## src/rtl/pfu_pkg.sv

```systemverilog
package pfu_pkg;

  typedef enum logic [1:0] {
    UPD_STEP = 2'd0,
    UPD_REL  = 2'd1,
    UPD_ABS  = 2'd2,
    UPD_EXEC = 2'd3
  } upd_kind_e;

  typedef enum logic [2:0] {
    PH_IDLE   = 3'd0,
    PH_READ   = 3'd1,
    PH_LATCH  = 3'd2,
    PH_SETTLE = 3'd3,
    PH_STOP   = 3'd4
  } phase_e;

  localparam logic [1:0] IRQ_CTL_ON  = 2'b01;
  localparam logic [1:0] IRQ_CTL_OFF = 2'b11;

endpackage

```

## src/rtl/pfu_pc_unit.sv

```systemverilog
module pfu_pc_unit
  import pfu_pkg::*;
#(
  parameter int ADDR_W = 16
) (
  input  logic              clk,
  input  logic              rst,
  input  logic              accept,
  input  upd_kind_e         kind,
  input  logic [ADDR_W-1:0] operand,
  input  logic [1:0]        irq_ctl,
  input  logic              irq_raise,
  input  logic [ADDR_W-1:0] irq_vector,
  output logic [ADDR_W-1:0] pc,
  output logic [ADDR_W-1:0] ret_site,
  output logic              irq_en,
  output logic              irq_pend
);

  logic [ADDR_W-1:0] pc_next;
  logic              moves_pc;
  logic              is_jump;
  logic              divert;

  always_comb begin
    case (kind)
      UPD_STEP: pc_next = pc + ADDR_W'(1);
      UPD_REL:  pc_next = pc + operand;
      UPD_ABS:  pc_next = operand;
      default:  pc_next = pc;
    endcase
    moves_pc = accept && (kind != UPD_EXEC);
    is_jump  = accept && ((kind == UPD_REL) || (kind == UPD_ABS));
    divert   = moves_pc && irq_en && irq_pend;
  end

  always_ff @(posedge clk) begin
    if (rst) begin
      pc       <= '0;
      ret_site <= '0;
    end else if (moves_pc) begin
      if (divert) begin
        ret_site <= pc_next;
        pc       <= irq_vector;
      end else begin
        pc <= pc_next;
      end
    end
  end

  always_ff @(posedge clk) begin
    if (rst) begin
      irq_en <= 1'b0;
    end else if (is_jump) begin
      if (irq_ctl == IRQ_CTL_ON)       irq_en <= 1'b1;
      else if (irq_ctl == IRQ_CTL_OFF) irq_en <= 1'b0;
    end
  end

  always_ff @(posedge clk) begin
    if (rst)            irq_pend <= 1'b0;
    else if (irq_raise) irq_pend <= 1'b1;
    else if (divert)    irq_pend <= 1'b0;
  end

  AST_EXEC_KEEPS_PC: assert property (@(posedge clk) disable iff (rst)
    (accept && kind == UPD_EXEC) |=> $stable(pc));

  AST_EXEC_KEEPS_PEND: assert property (@(posedge clk) disable iff (rst)
    (accept && kind == UPD_EXEC && !irq_raise) |=> $stable(irq_pend));

  AST_IRQ_DIVERT: assert property (@(posedge clk) disable iff (rst)
    (accept && kind != UPD_EXEC && irq_en && irq_pend && !irq_raise)
      |=> (!irq_pend && pc == $past(irq_vector)));

  AST_IE_ONLY_JUMP: assert property (@(posedge clk) disable iff (rst)
    !(accept && (kind == UPD_REL || kind == UPD_ABS)) |=> $stable(irq_en));

  AST_IRQ_SETS: assert property (@(posedge clk) disable iff (rst)
    irq_raise |=> irq_pend);

endmodule

```

## src/rtl/pfu_op_check.sv

```systemverilog
module pfu_op_check #(
  parameter int OPC_W   = 8,
  parameter int OP_LAST = 120
) (
  input  logic [OPC_W-1:0] opcode,
  output logic             legal
);

  localparam int OPC_MAX = (1 << OPC_W) - 1;

  logic nonzero;
  assign nonzero = (opcode != '0);

  generate
    if (OP_LAST >= OPC_MAX) begin : g_full_range
      assign legal = nonzero;
    end else begin : g_bounded
      localparam logic [OPC_W-1:0] LAST_V = OPC_W'(OP_LAST);
      assign legal = nonzero && (opcode <= LAST_V);
    end
  endgenerate

endmodule

```

## src/rtl/pfu_sequencer.sv

```systemverilog
module pfu_sequencer
  import pfu_pkg::*;
#(
  parameter int DATA_W     = 32,
  parameter int SETTLE_CYC = 3
) (
  input  logic              clk,
  input  logic              rst,
  input  logic              upd_valid,
  input  upd_kind_e         kind,
  input  logic [DATA_W-1:0] upd_word,
  input  logic              hold,
  input  logic [DATA_W-1:0] mem_rd_data,
  input  logic              legal,
  output logic              accept,
  output logic              mem_rd_en,
  output logic [DATA_W-1:0] op_word,
  output logic              op_pulse,
  output logic              halted
);

  localparam int CNT_W = (SETTLE_CYC < 2) ? 1 : $clog2(SETTLE_CYC);
  localparam logic [CNT_W-1:0] CNT_LOAD = CNT_W'(SETTLE_CYC - 1);

  phase_e           phase;
  logic [CNT_W-1:0] cnt;
  logic             settled;

  assign accept  = (phase == PH_IDLE) && upd_valid;
  assign settled = (phase == PH_SETTLE) && (cnt == '0);

  always_ff @(posedge clk) begin
    if (rst) begin
      phase     <= PH_IDLE;
      cnt       <= '0;
      op_word   <= '0;
      op_pulse  <= 1'b0;
      mem_rd_en <= 1'b0;
      halted    <= 1'b0;
    end else begin
      op_pulse  <= 1'b0;
      mem_rd_en <= 1'b0;
      case (phase)
        PH_IDLE: begin
          if (accept) begin
            if (kind == UPD_EXEC) begin
              op_word <= upd_word;
              cnt     <= CNT_LOAD;
              phase   <= PH_SETTLE;
            end else begin
              mem_rd_en <= 1'b1;
              phase     <= PH_READ;
            end
          end
        end
        PH_READ: phase <= PH_LATCH;
        PH_LATCH: begin
          op_word <= mem_rd_data;
          cnt     <= CNT_LOAD;
          phase   <= PH_SETTLE;
        end
        PH_SETTLE: begin
          if (cnt != '0) begin
            cnt <= cnt - CNT_W'(1);
          end else if (!legal) begin
            halted <= 1'b1;
            phase  <= PH_STOP;
          end else if (!hold) begin
            op_pulse <= 1'b1;
            phase    <= PH_IDLE;
          end
        end
        default: phase <= PH_STOP;
      endcase
    end
  end

  AST_PULSE_SINGLE: assert property (@(posedge clk) disable iff (rst)
    op_pulse |=> !op_pulse);

  AST_HOLD_GATES: assert property (@(posedge clk) disable iff (rst)
    hold |=> !op_pulse);

  AST_HALT_SILENT: assert property (@(posedge clk) disable iff (rst)
    halted |=> (halted && !op_pulse && !mem_rd_en));

  AST_READ_ONE_CYCLE: assert property (@(posedge clk) disable iff (rst)
    mem_rd_en |=> !mem_rd_en);

  AST_EXEC_NO_READ: assert property (@(posedge clk) disable iff (rst)
    (accept && kind == UPD_EXEC) |=> !mem_rd_en);

  AST_BUSY_IGNORES: assert property (@(posedge clk) disable iff (rst)
    (phase != PH_IDLE) |-> !accept);

  AST_SETTLE_BEFORE_PULSE: assert property (@(posedge clk) disable iff (rst)
    $rose(op_pulse) |-> $past(settled));

endmodule

```

## src/rtl/pulse_fetch_unit.sv

```systemverilog
module pulse_fetch_unit
  import pfu_pkg::*;
#(
  parameter int ADDR_W     = 16,
  parameter int DATA_W     = 32,
  parameter int OPC_W      = 8,
  parameter int OP_LAST    = 120,
  parameter int SETTLE_CYC = 3
) (
  input  logic                clk,
  input  logic                rst,
  input  logic                upd_valid,
  input  logic [1:0]          upd_kind,
  input  logic [ADDR_W-1:0]   upd_operand,
  input  logic [DATA_W-1:0]   upd_word,
  input  logic [1:0]          upd_irq_ctl,
  input  logic                hold,
  input  logic                irq_raise,
  input  logic [ADDR_W-1:0]   irq_vector,
  output logic                mem_rd_en,
  output logic [ADDR_W-1:0]   mem_rd_addr,
  input  logic [DATA_W-1:0]   mem_rd_data,
  output logic [DATA_W-1:0]   op_word,
  output logic                op_pulse,
  output logic                halted,
  output logic [2*ADDR_W+1:0] status
);

  upd_kind_e         kind;
  logic              accept;
  logic              legal;
  logic [ADDR_W-1:0] pc;
  logic [ADDR_W-1:0] ret_site;
  logic              irq_en;
  logic              irq_pend;

  assign kind = upd_kind_e'(upd_kind);

  pfu_pc_unit #(.ADDR_W(ADDR_W)) i_pc (
    .clk        (clk),
    .rst        (rst),
    .accept     (accept),
    .kind       (kind),
    .operand    (upd_operand),
    .irq_ctl    (upd_irq_ctl),
    .irq_raise  (irq_raise),
    .irq_vector (irq_vector),
    .pc         (pc),
    .ret_site   (ret_site),
    .irq_en     (irq_en),
    .irq_pend   (irq_pend)
  );

  pfu_sequencer #(.DATA_W(DATA_W), .SETTLE_CYC(SETTLE_CYC)) i_seq (
    .clk         (clk),
    .rst         (rst),
    .upd_valid   (upd_valid),
    .kind        (kind),
    .upd_word    (upd_word),
    .hold        (hold),
    .mem_rd_data (mem_rd_data),
    .legal       (legal),
    .accept      (accept),
    .mem_rd_en   (mem_rd_en),
    .op_word     (op_word),
    .op_pulse    (op_pulse),
    .halted      (halted)
  );

  pfu_op_check #(.OPC_W(OPC_W), .OP_LAST(OP_LAST)) i_chk (
    .opcode (op_word[OPC_W-1:0]),
    .legal  (legal)
  );

  assign mem_rd_addr = pc;
  assign status      = {irq_en, irq_pend, ret_site, pc};

  AST_READ_AT_PC: assert property (@(posedge clk) disable iff (rst)
    $rose(mem_rd_en) |-> $changed(pc) || $past(accept));

endmodule

```

## config.mk

```make
export PLATFORM = sky130hd
export DESIGN_NAME = pulse_fetch_unit
export DESIGN_NICKNAME = d
export VERILOG_FILES = /design/src/rtl/pfu_pkg.sv /design/src/rtl/pfu_pc_unit.sv /design/src/rtl/pfu_op_check.sv /design/src/rtl/pfu_sequencer.sv /design/src/rtl/pulse_fetch_unit.sv
export SDC_FILE = /design/constraint.sdc
export NUM_CORES = 1
export LEC_CHECK = 0
export ABC_AREA = 1
export BUFFER_PORTS_ARGS = -buffer_cell sky130_fd_sc_hd__buf_2
export CAP_MARGIN = 20
export CORE_ASPECT_RATIO = 1.5
export CORE_MARGIN = 1.5
export CORE_UTILIZATION = 52
export CTS_BUF_LIST = sky130_fd_sc_hd__clkbuf_8
export DETAILED_ROUTE_END_ITERATION = 16
export GPL_ROUTABILITY_DRIVEN = 1
export GPL_TIMING_DRIVEN = 0
export PLACE_DENSITY_LB_ADDON = 0.05
export SLEW_MARGIN = 15
export SYNTH_ARGS = -nofsm -noshare
export SYNTH_HDL_FRONTEND = slang
export SYNTH_HIERARCHICAL = 1
export SYNTH_SLANG_ARGS = --single-unit
export TNS_END_PERCENT = 5
```

## constraint.sdc

```tcl
create_clock -name clk -period 3.15 [get_ports clk]
set_input_delay 0.63 -clock clk [delete_from_list [all_inputs] [get_ports clk]]
set_output_delay 0.63 -clock clk [all_outputs]
set_load 0.02 [all_outputs]
```

# Word-level counts from Yosys, hierarchy flattened
# Cells that the tools add are included.
# totals
register_bits	74
inputBits	105
output_inout_bits	85
# op_classes
add_sub_neg	3
order_cmp	1
n_eq_ne	14
mux	21
n_bitwise	5
n_reduce_logical	23
# op_table
op	n
32-bit 2-to-1 mux	2
32-bit one-hot mux with 2 select lines	1
16-bit one-hot mux with 3 select lines	1
16-bit by 1-bit adder with 16-bit output, second input constant	1
16-bit adder	1
16-bit 2-to-1 mux	1
3-bit 2-to-1 mux	4
3-bit one-hot mux with 4 select lines	1
2-bit inequality test, second input constant	5
3-bit AND reduction	3
8-bit by 7-bit less-or-equal comparator with 1-bit output, second input constant	1
2-bit 2-to-1 mux	4
2-bit nonzero test	4
8-bit nonzero test	1
2-bit == test, second input constant	3
3-bit by 2-bit == test with 1-bit output, second input constant	2
1-bit logical AND	6
1-bit 2-to-1 mux	6
2-bit one-hot mux with 3 select lines	1
1-bit inverter	5
2-bit by 1-bit == test with 1-bit output, second input constant	2
2-bit AND reduction	2
4-bit AND reduction	1
4-bit OR reduction	1
other kinds (8)	8

# Depth between registers and ports, before layout
# Gate-level depths: netlist (run 1).
# depth
word_depth	7
ltp_mapped	20
ltp_nobuf	18

# Cells and area by module
# Netlist (run 1), hierarchy kept.
# modules_own_cells
module	instances	cells_per_inst	area_each_um2	seq_area_each_um2
pfu_pc_unit	1	481	2866.5	680.7
pfu_sequencer	1	316	2044.5	800.8
pulse_fetch_unit	1	18	135.1	0.0
pfu_op_check	1	14	53.8	0.0

# Worst setup path after synthesis (run 1)
# OpenSTA, ideal clock, no wires.
# synth_path
path_kind	input to register
start	in upd_kind[1]
end	reg i_pc.pc[8]
setup_time_ns	0.070
arrival_ns	2.672
t_required_ns	3.080
setup_slack_ns	0.408
cell_stages	19
path_cell_list	inv_1 > ha_1 > buf_2 > clkbuf_1 > nand2_1 > ha_1 > inv_1 > fa_1 > inv_1 > nand3_1 > nand3_1 > a21oi_1 > nand2_1 > nand2_1 > o21ai_0 > nand2_1 > nand2_1 > nand2_1 > a21oi_1
# synth_between
elab_chain_len	5
word_cells_on_any_way	9
# synth_rtl
element	line	text
from (decl)	pulse_fetch_unit.sv:13	input logic [1:0] upd_kind,
2-bit inequality test	pfu_pc_unit.sv:32	moves_pc = accept && (kind != UPD_EXEC);
1-bit logical AND	pfu_pc_unit.sv:32	
1-bit logical AND (2 in series)	pfu_pc_unit.sv:34	divert = moves_pc && irq_en && irq_pend;
16-bit 2-to-1 mux	pfu_pc_unit.sv:42	if (divert) begin
to (signal assigned)	pfu_pc_unit.sv:44	pc <= irq_vector;
to (signal assigned)	pfu_pc_unit.sv:46	pc <= pc_next;
to (decl)	pfu_pc_unit.sv:14	output logic [ADDR_W-1:0] pc,
# Parallel ways exist; a longest one is shown, timed or not.
# A chain may end at the register's enable or synchronous reset.

# Worst setup path after layout (run 1)
# layout_path
start	in upd_kind[1]
end	reg i_pc.pc[12]
# The elaborated chain is that of the path after synthesis.

==> Flow_metrics.wiki, run 1 <==
{| class="wikitable"
! Metric !! Value
|-
| Async S/R FF share, synth || 0%
|-
| Count of cell types in the netlist || 33
|-
| Power dissipated by switching net loads || 1.19 mW
|-
| Core area || 9630 sq um
|-
| Number of max-slew violations in the final report || 0
|-
| Utilization after layout || 65.9%
|-
| Kind of start point of the critical path || input port
|-
| CTS Root Buffer Type || clkbuf_8
|-
| Maximum frequency from static timing analysis || 364 MHz
|-
| Average detailed-routed wire length per instance || 12.6 um
|-
| Worst Skew || 0.00557 ns
|-
| Fill cell instance count of the final layout || 969
|-
| Total standard cell area after synthesis || 5100 sq um
|-
| Net count of the mapped netlist || 955
|-
| Power per cell area || 482 nW/um^2
|-
| Internal portion of total power || 1.88 mW
|-
| Combinational cell fraction of total power || 40.9%
|-
| Layout area overhead || 24.5%
|-
| Placed Cells incl. Taps || 1133
|-
| Post-detailed-routing wire length || 14400 um
|-
| Ant. Diodes || 0
|-
| Crit end category || flop
|-
| Later-pin clock latency in the skew report || 0.34 ns
|-
| Post-layout worst setup margin || 0.406 ns
|-
| H-Tree Depth || 3
|-
| Height of the die || 124 um
|-
| Worst hold path type || flop to flop
|-
| Placed wire-length estimate after detailed placement || 12000 um
|-
| # IOs || 190
|-
| Number of search-and-repair iterations in the first detailed-routing pass || 4
|-
| Cts bufs inserted || 9
|-
| Quantity of gates resized following cts || 0
|-
| Vias after detailed routing || 5666
|-
| Hold depth || 2
|-
| Number of setup buffers added after CTS || 0
|-
| Data arrival at the endpoint of the critical path || 2.99 ns
|-
| Flop2flop setup slack || 0.93 ns
|-
| Iteration-0 DRC Markers || 191
|-
| Library cell with the largest summed area after synthesis || dfxtp_1
|-
| Number of remaining DRC errors || 0
|-
| Max Cap Violations || 0
|-
| Via density || 4.95
|-
| Leading cell types by total area after synthesis || dfxtp_1 (29%), nand2_1 (18%), a21oi_1 (9.0%)
|-
| Sequential Power Share || 37.9%
|-
| Share of synthesized area occupied by flip-flops and latches || 29.0%
|-
| Endpoints failing setup || 0
|-
| Instance count of the mapped netlist || 829
|-
| Post-route insts no fill || 1144
|-
| Final antenna-violating net count || 0
|-
| Gpl congestion || 0.893
|-
| Ys Warns || 6
|-
| Minimum clock period after layout || 2.74 ns
|-
| Area enclosed by the die boundary || 10400 sq um
|-
| Worst hold start || i_seq/halted
|-
| Peak supply drop || 0.000358 V
|-
| Setup repair after global routing missed its margin || false
|-
| Final worst-path cycle share || 87.1%
|-
| Fin area || 6350 sq um
|-
| PortBufs || 189
|-
| Die span in x || 83.9 um
|-
| GRT Overall Usage || 27.8%
|-
| Reg-to-reg critical path endpoint || i_pc/pc[12]
|-
| Number of standard-cell rows in the floorplan || 44
|-
| Outcome || finished, final reports clean
|-
| Worst flop-to-flop path startpoint || i_pc/pc[0]
|-
| Count of flip-flops with a built-in enable after synthesis || 0
|-
| Number of global-route vias before repair || 5232
|-
| Starting density of the core || 52.9%
|-
| Maximum buffer depth of the clock tree || 2
|-
| Setup WS pre-CTS || -0.211 ns
|-
| Clock sink total || 74
|-
| Tightest slew margin relative to the limit || 72.4%
|-
| Number of nets in the layout || 1154
|-
| Net switching share of the total power || 38.7%
|-
| Critical path peak fanout || 17
|-
| CTS clock-pin slew for the worst setup and hold paths || 0.07 ns
|-
| Syn Area/Cell || 6.15 sq um
|-
| Largest net degree at the start of global routing || 11
|-
| Total congestion overflow || 0
|-
| Leakage component of the power || 3.73 nW
|-
| Placed Instance Area || 6190 sq um
|-
| Initial antenna violation count || 0
|-
| Most instantiated flip-flop cell in the synthesis netlist || dfxtp_1
|-
| Data required time at the worst endpoint || 3.39 ns
|-
| Clock share of power || 21.2%
|-
| Hold buffer count at cts || 0
|-
| First-pass GRT wire length || 23700 um
|-
| Worst hold endpoint || i_seq/halted
|-
| Origin of the worst setup path || upd_kind[1]
|-
| Type of the setup path with the least slack || input port to flop
|-
| Number of cells traversed by the worst register-to-register path || 15
|-
| Hold Vio Cnt, Final || 0
|-
| Transition time at the pin with the least slew margin || 0.414 ns
|-
| Post-synthesis sequential element count || 74
|-
| Area share of the largest cell type after synthesis || 29.0%
|-
| Fraction of layout cells with a size suffix above 1 || 26.6%
|-
| Clock tree from TritonCTS || done
|}
==> critical path, stage by stage <==
cell and delay [ns]:
buf_2 0.11, inv_1 0.06, ha_1 0.17, buf_2 0.23, nand2_1 0.11, ha_1 0.20, inv_1 0.07, fa_1 0.39
inv_1 0.10, nand3_1 0.07, nand3_1 0.17, nand3_1 0.16, nand3_1 0.11, nand2_1 0.05, nand3_1 0.06, nand2_1 0.05
nand2_1 0.09, nand2_1 0.06, nand2_1 0.05, a21oi_1 0.05
==> metrics by stage <==
step | power [mW] | setup TNS, ns | hold WS [ns]
floorplan | 2.06 | 0 | 0.437
global placement | 2.43 | -1.04 | 0.436
detailed placement | 2.43 | -1.39 | 0.442
CTS | 3.09 | 0 | 0.437
global route | 3.29 | 0 | 0.441
finish | 3.06 | 0 | 0.451
==> per-layer routing <==
metal	wire length, um	share of wire [%]	up-vias	global-route usage (%)
met4	405	2.8	0	11.0
met2	7800	54	167	53.7
met1	5510	38	2455	28.9
met5	0	0	-	0
li1	-	-	3015	-
met3	706	4.9	29	5.10
==> worst max path at each step <==
stage	end	slack [ns]	depth (start not counted)
after global placement	i_pc/pc[12]	-0.17	21
after detailed placement	i_pc/pc[12]	-0.21	21
final	i_pc/pc[12]	0.41	20
after floorplan	i_pc/pc[8]	0.41	19
after global routing	i_pc/pc[8]	0.15	19
after CTS	i_pc/pc[12]	0.16	21
==> cell families (layout without fill, tap and decap cells) <==
| kind of cell | count (synthesis) | after routing | share of synthesized area, % |
|---|---|---|---|
| AOI/OAI and AO/OA | 158 | 158 | 15.7 |
| xor gates and xnor gates | 2 | 2 | 0.344 |
| adders and majority gates | 21 | 21 | 5.30 |
| buffers and inverters | 145 | 345 | 14.9 |
| DFF | 74 | 74 | 29.0 |
| and+or+nand+nor | 429 | 429 | 34.7 |
==> state kept, by name (all words and copies together), names as in the netlist <==
| register | count |
|---|---|
| i_seq/phase | 3 |
| i_seq/cnt | 2 |
| i_pc/ret_site | 16 |
| i_pc/pc | 16 |
| i_pc/irq_pend | 1 |
| i_seq/op_word | 32 |
| i_pc/irq_en | 1 |
| i_seq/mem_rd_en | 1 |
| i_seq/halted | 1 |
| i_seq/op_pulse | 1 |
==> power by group through the flow <==
stage | Sequential [mW] | Combinational, mW | Clock [mW]
floorplan | 1.32 | 0.739 | 0
global placement | 1.18 | 1.25 | 0
detailed placement | 1.18 | 1.25 | 0
CTS | 1.16 | 1.26 | 0.670
global route | 1.18 | 1.40 | 0.713
finish | 1.16 | 1.25 | 0.648
==> synth_stat cells, types with 3 or more instances <==
master and n:
o21ai_0 29, buf_6 3, nand4_1 3, inv_2 3, a21oi_1 92, nand2_2 4
nor3_1 3, clkbuf_8 7, o21ai_1 34, nand3_2 3, or2_2 8, nor2_1 95
buf_4 24, inv_1 80, dfxtp_1 74, nand3_1 59, buf_2 17, ha_1 20
nand2_1 245, clkbuf_1 9, nand3b_1 3
==> area by class of cell <==
cell class                      count  area, sq um  area share [%]
Sequential cell                    74         1480            23.3
Inverter                           83          312            4.91
Clock buffer                       12          165            2.60
Tap cell                          115          144            2.27
Multi-Input combinational cell    610         2860            45.0
Timing Repair Buffer              189          946            14.9
Buffer                             61          443            6.97
==> cells in the final DEF (no fill, tap or decap) <==
cell            instances
a211oi_1                1
a21oi_1                92
a221oi_1                1
buf_2                 206
buf_4                  24
buf_6                   3
clkbuf_1                8
clkbuf_2                1
clkbuf_8               19
dfxtp_1                74
dlymetal6s2s_1          1
fa_1                    1
ha_1                   20
inv_1                  80
inv_2                   3
nand2_1               245
nand2_2                 4
nand3_1                59
nand3_2                 3
nand3b_1                3
nand4_1                 3
nor2_1                 95
nor2_2                  2
nor3_1                  3
nor3b_1                 1
nor4_1                  1
o21ai_0                29
o21ai_1                34
o21ai_2                 1
or2_1                   2
or2_2                   8
xnor2_1                 1
xor2_1                  1
Power figures use the tool's default switching activity.
==> run 2, diff against run 1 <==
BUFFER_PORTS_ARGS = -buffer_cell sky130_fd_sc_hd__buf_4   (was -buffer_cell sky130_fd_sc_hd__buf_2)
==> run 2 against run 1 <==
Sequential share of layout area fell by 1.7 points; first-iteration DRC count rose by 0.52%; design area rose by 7.7%; critical path type unchanged; critical endpoint unchanged.
==> Flow_metrics.wiki, run 2 (synthesis results as in run 1) <==
{| class="wikitable"
! Metric !! Value
|-
| Outcome || finished, final reports clean
|-
| Endpoint of the worst setup timing path || i_pc/pc[12]
|-
| Registers with the highest flip-flop counts || i_seq/op_word (32), i_pc/pc (16), i_pc/ret_site (16)
|-
| # IOs || 190
|-
| Iteration-0 DRC Markers || 192
|-
| Die span in x || 83.9 um
|-
| Starting density of the core || 52.9%
|-
| Post-layout worst setup margin || 0.405 ns
|-
| Most common cell after layout, fill and taps aside || nand2_1
|-
| Largest net degree at the start of global routing || 13
|-
| Gpl congestion || 0.916
|-
| Maximum frequency from static timing analysis || 364 MHz
|-
| CTS Root Buffer Type || clkbuf_8
|-
| Placed wire-length estimate after detailed placement || 12400 um
|-
| Transition time at the pin with the least slew margin || 0.420 ns
|-
| Maximum buffer depth of the clock tree || 2
|-
| Data arrival at the endpoint of the critical path || 2.98 ns
|-
| Critical-path top delay cell || fa_1
|-
| Via density || 5.05
|-
| Ant. Diodes || 0
|-
| Utilization after layout || 71.0%
|-
| Fraction of layout cells with a size suffix above 1 || 26.8%
|-
| Max Cap Violations || 0
|-
| Hold buffer count at cts || 0
|-
| Crit end category || flop
|-
| Worst hold path type || flop to flop
|-
| Area enclosed by the die boundary || 10400 sq um
|-
| PortBufs || 189
|-
| Clock tree from TritonCTS || done
|-
| H-Tree Depth || 3
|-
| Cell with the most instances on the worst path || nand2_1
|-
| GRT Overall Usage || 28.3%
|-
| Minimum clock period after layout || 2.75 ns
|-
| Final worst-path cycle share || 87.1%
|-
| Post-detailed-routing wire length || 14900 um
|-
| Final antenna-violating net count || 0
|-
| Layout area overhead || 34.1%
|-
| Count of buffer and inverter cells on the critical path || 5
|-
| Core area || 9630 sq um
|-
| Setup WS pre-CTS || -0.246 ns
|-
| Height of the die || 124 um
|-
| Register with the highest flop count || i_seq/op_word
|-
| Reg-to-reg critical path endpoint || i_pc/pc[12]
|-
| Data required time at the worst endpoint || 3.39 ns
|-
| Flop2flop setup slack || 0.90 ns
|-
| Number of nets in the layout || 1154
|-
| Cts bufs inserted || 9
|-
| Quantity of gates resized following cts || 0
|-
| Clock sink total || 74
|-
| Number of global-route vias before repair || 5434
|-
| Hold Vio Cnt, Final || 0
|-
| Crit path largest cell delay || 0.40 ns
|-
| Initial antenna violation count || 0
|-
| Number of standard-cell rows in the floorplan || 44
|-
| Power per cell area || 468 nW/um^2
|-
| Origin of the worst setup path || upd_kind[1]
|-
| Number of remaining DRC errors || 0
|-
| Endpoints failing setup || 0
|-
| CP top delay family || simple AND/OR/NAND/NOR gates
|-
| Worst flop-to-flop path startpoint || i_pc/pc[0]
|-
| Number of max-slew violations in the final report || 0
|-
| Kind of start point of the critical path || input port
|-
| Tightest slew margin relative to the limit || 72.0%
|-
| Number of setup buffers added after CTS || 0
|-
| Leakage component of the power || 3.82 nW
|-
| Number of search-and-repair iterations in the first detailed-routing pass || 5
|-
| Total congestion overflow || 0
|-
| Number of cells traversed by the worst register-to-register path || 15
|-
| Chain of cells forming the critical path || buf_4, inv_1, ha_1, buf_2, nand2_1, ha_1, inv_1, fa_1, inv_1, nand3_1, nand3_1, nand3_1, nand3_1, nand2_1, nand3_1, nand2_1, nand2_1, nand2_1, nand2_1, a21oi_1
|-
| Average detailed-routed wire length per instance || 13.0 um
|-
| Setup repair after global routing missed its margin || false
|-
| First-pass GRT wire length || 24100 um
|-
| Path length in cells of the critical path || 20
|-
| Worst Skew || 0.00614 ns
|-
| Peak supply drop || 0.000390 V
|-
| Highest-count cells in the layout ignoring fill and taps || nand2_1 (245), buf_4 (213), nor2_1 (95), a21oi_1 (92), inv_1 (80)
|-
| CTS clock-pin slew for the worst setup and hold paths || 0.08 ns
|-
| Worst hold start || i_seq/halted
|-
| Later-pin clock latency in the skew report || 0.34 ns
|-
| Vias after detailed routing || 5791
|-
| Critical path peak fanout || 17
|-
| Type of the setup path with the least slack || input port to flop
|-
| Max FFs per register || 32
|}
-- run 2: area by class of cell --
cell class              instances  area [sq um]
plain buffers                  61           443
clock buffers                  11           151
clock inverters                 4          27.5
fillers                       930          2800
inverters                      83           312
multi-input cells             610          2860
flip-flops and latches         74          1480
well taps                     115           144
repair buffers                189          1420
-- run 2: routing by layer --
metal	vias to the layer above	part of all wire [%]	track usage [%]
met2	185	55	56.1
met3	40	6.0	6.49
met4	0	3.4	12.2
met1	2544	36	26.9
met5	-	0	0
li1	3022	-	-
-- run 2: how the worst min path moves through the flow --
stage / end / slack (ns) / cells after the start
floorplan: i_pc/irq_en / 0.44 / 2
global placement: i_seq/halted / 0.44 / 2
detailed placement: i_seq/halted / 0.44 / 2
CTS: i_seq/op_pulse / 0.42 / 2
global route: i_seq/op_pulse / 0.44 / 2
finish: i_seq/halted / 0.45 / 2
-- run 2: metrics by stage --
stage	hold slack (ns)	TNS (ns)	instances	total power, mW	area [sq um]
floorplan	0.437	0	829	2.06	5100
finish	0.447	0	1147	3.20	6840
global placement	0.437	-0.939	1133	2.54	6660
global route	0.439	0	1147	3.41	6840
detailed placement	0.438	-1.95	1133	2.56	6660
CTS	0.422	0	1148	3.22	6840
-- run 2: worst reg2reg max path, stage by stage, from the launching register on --
cell and delay (ns):
dfxtp_1 0.42, ha_1 0.24, inv_1 0.07, fa_1 0.40
inv_1 0.09, nand3_1 0.06, nand3_1 0.17, nand3_1 0.16
nand3_1 0.10, nand2_1 0.05, nand3_1 0.07, nand2_1 0.05
nand2_1 0.09, nand2_1 0.07, nand2_1 0.06, a21oi_1 0.06
-- run 2: where the power goes --
part / internal [mW] / total (mW) / switching, mW
combinational: 0.580 / 1.37 / 0.788
clock: 0.323 / 0.662 / 0.339
sequential: 1.07 / 1.17 / 0.0974
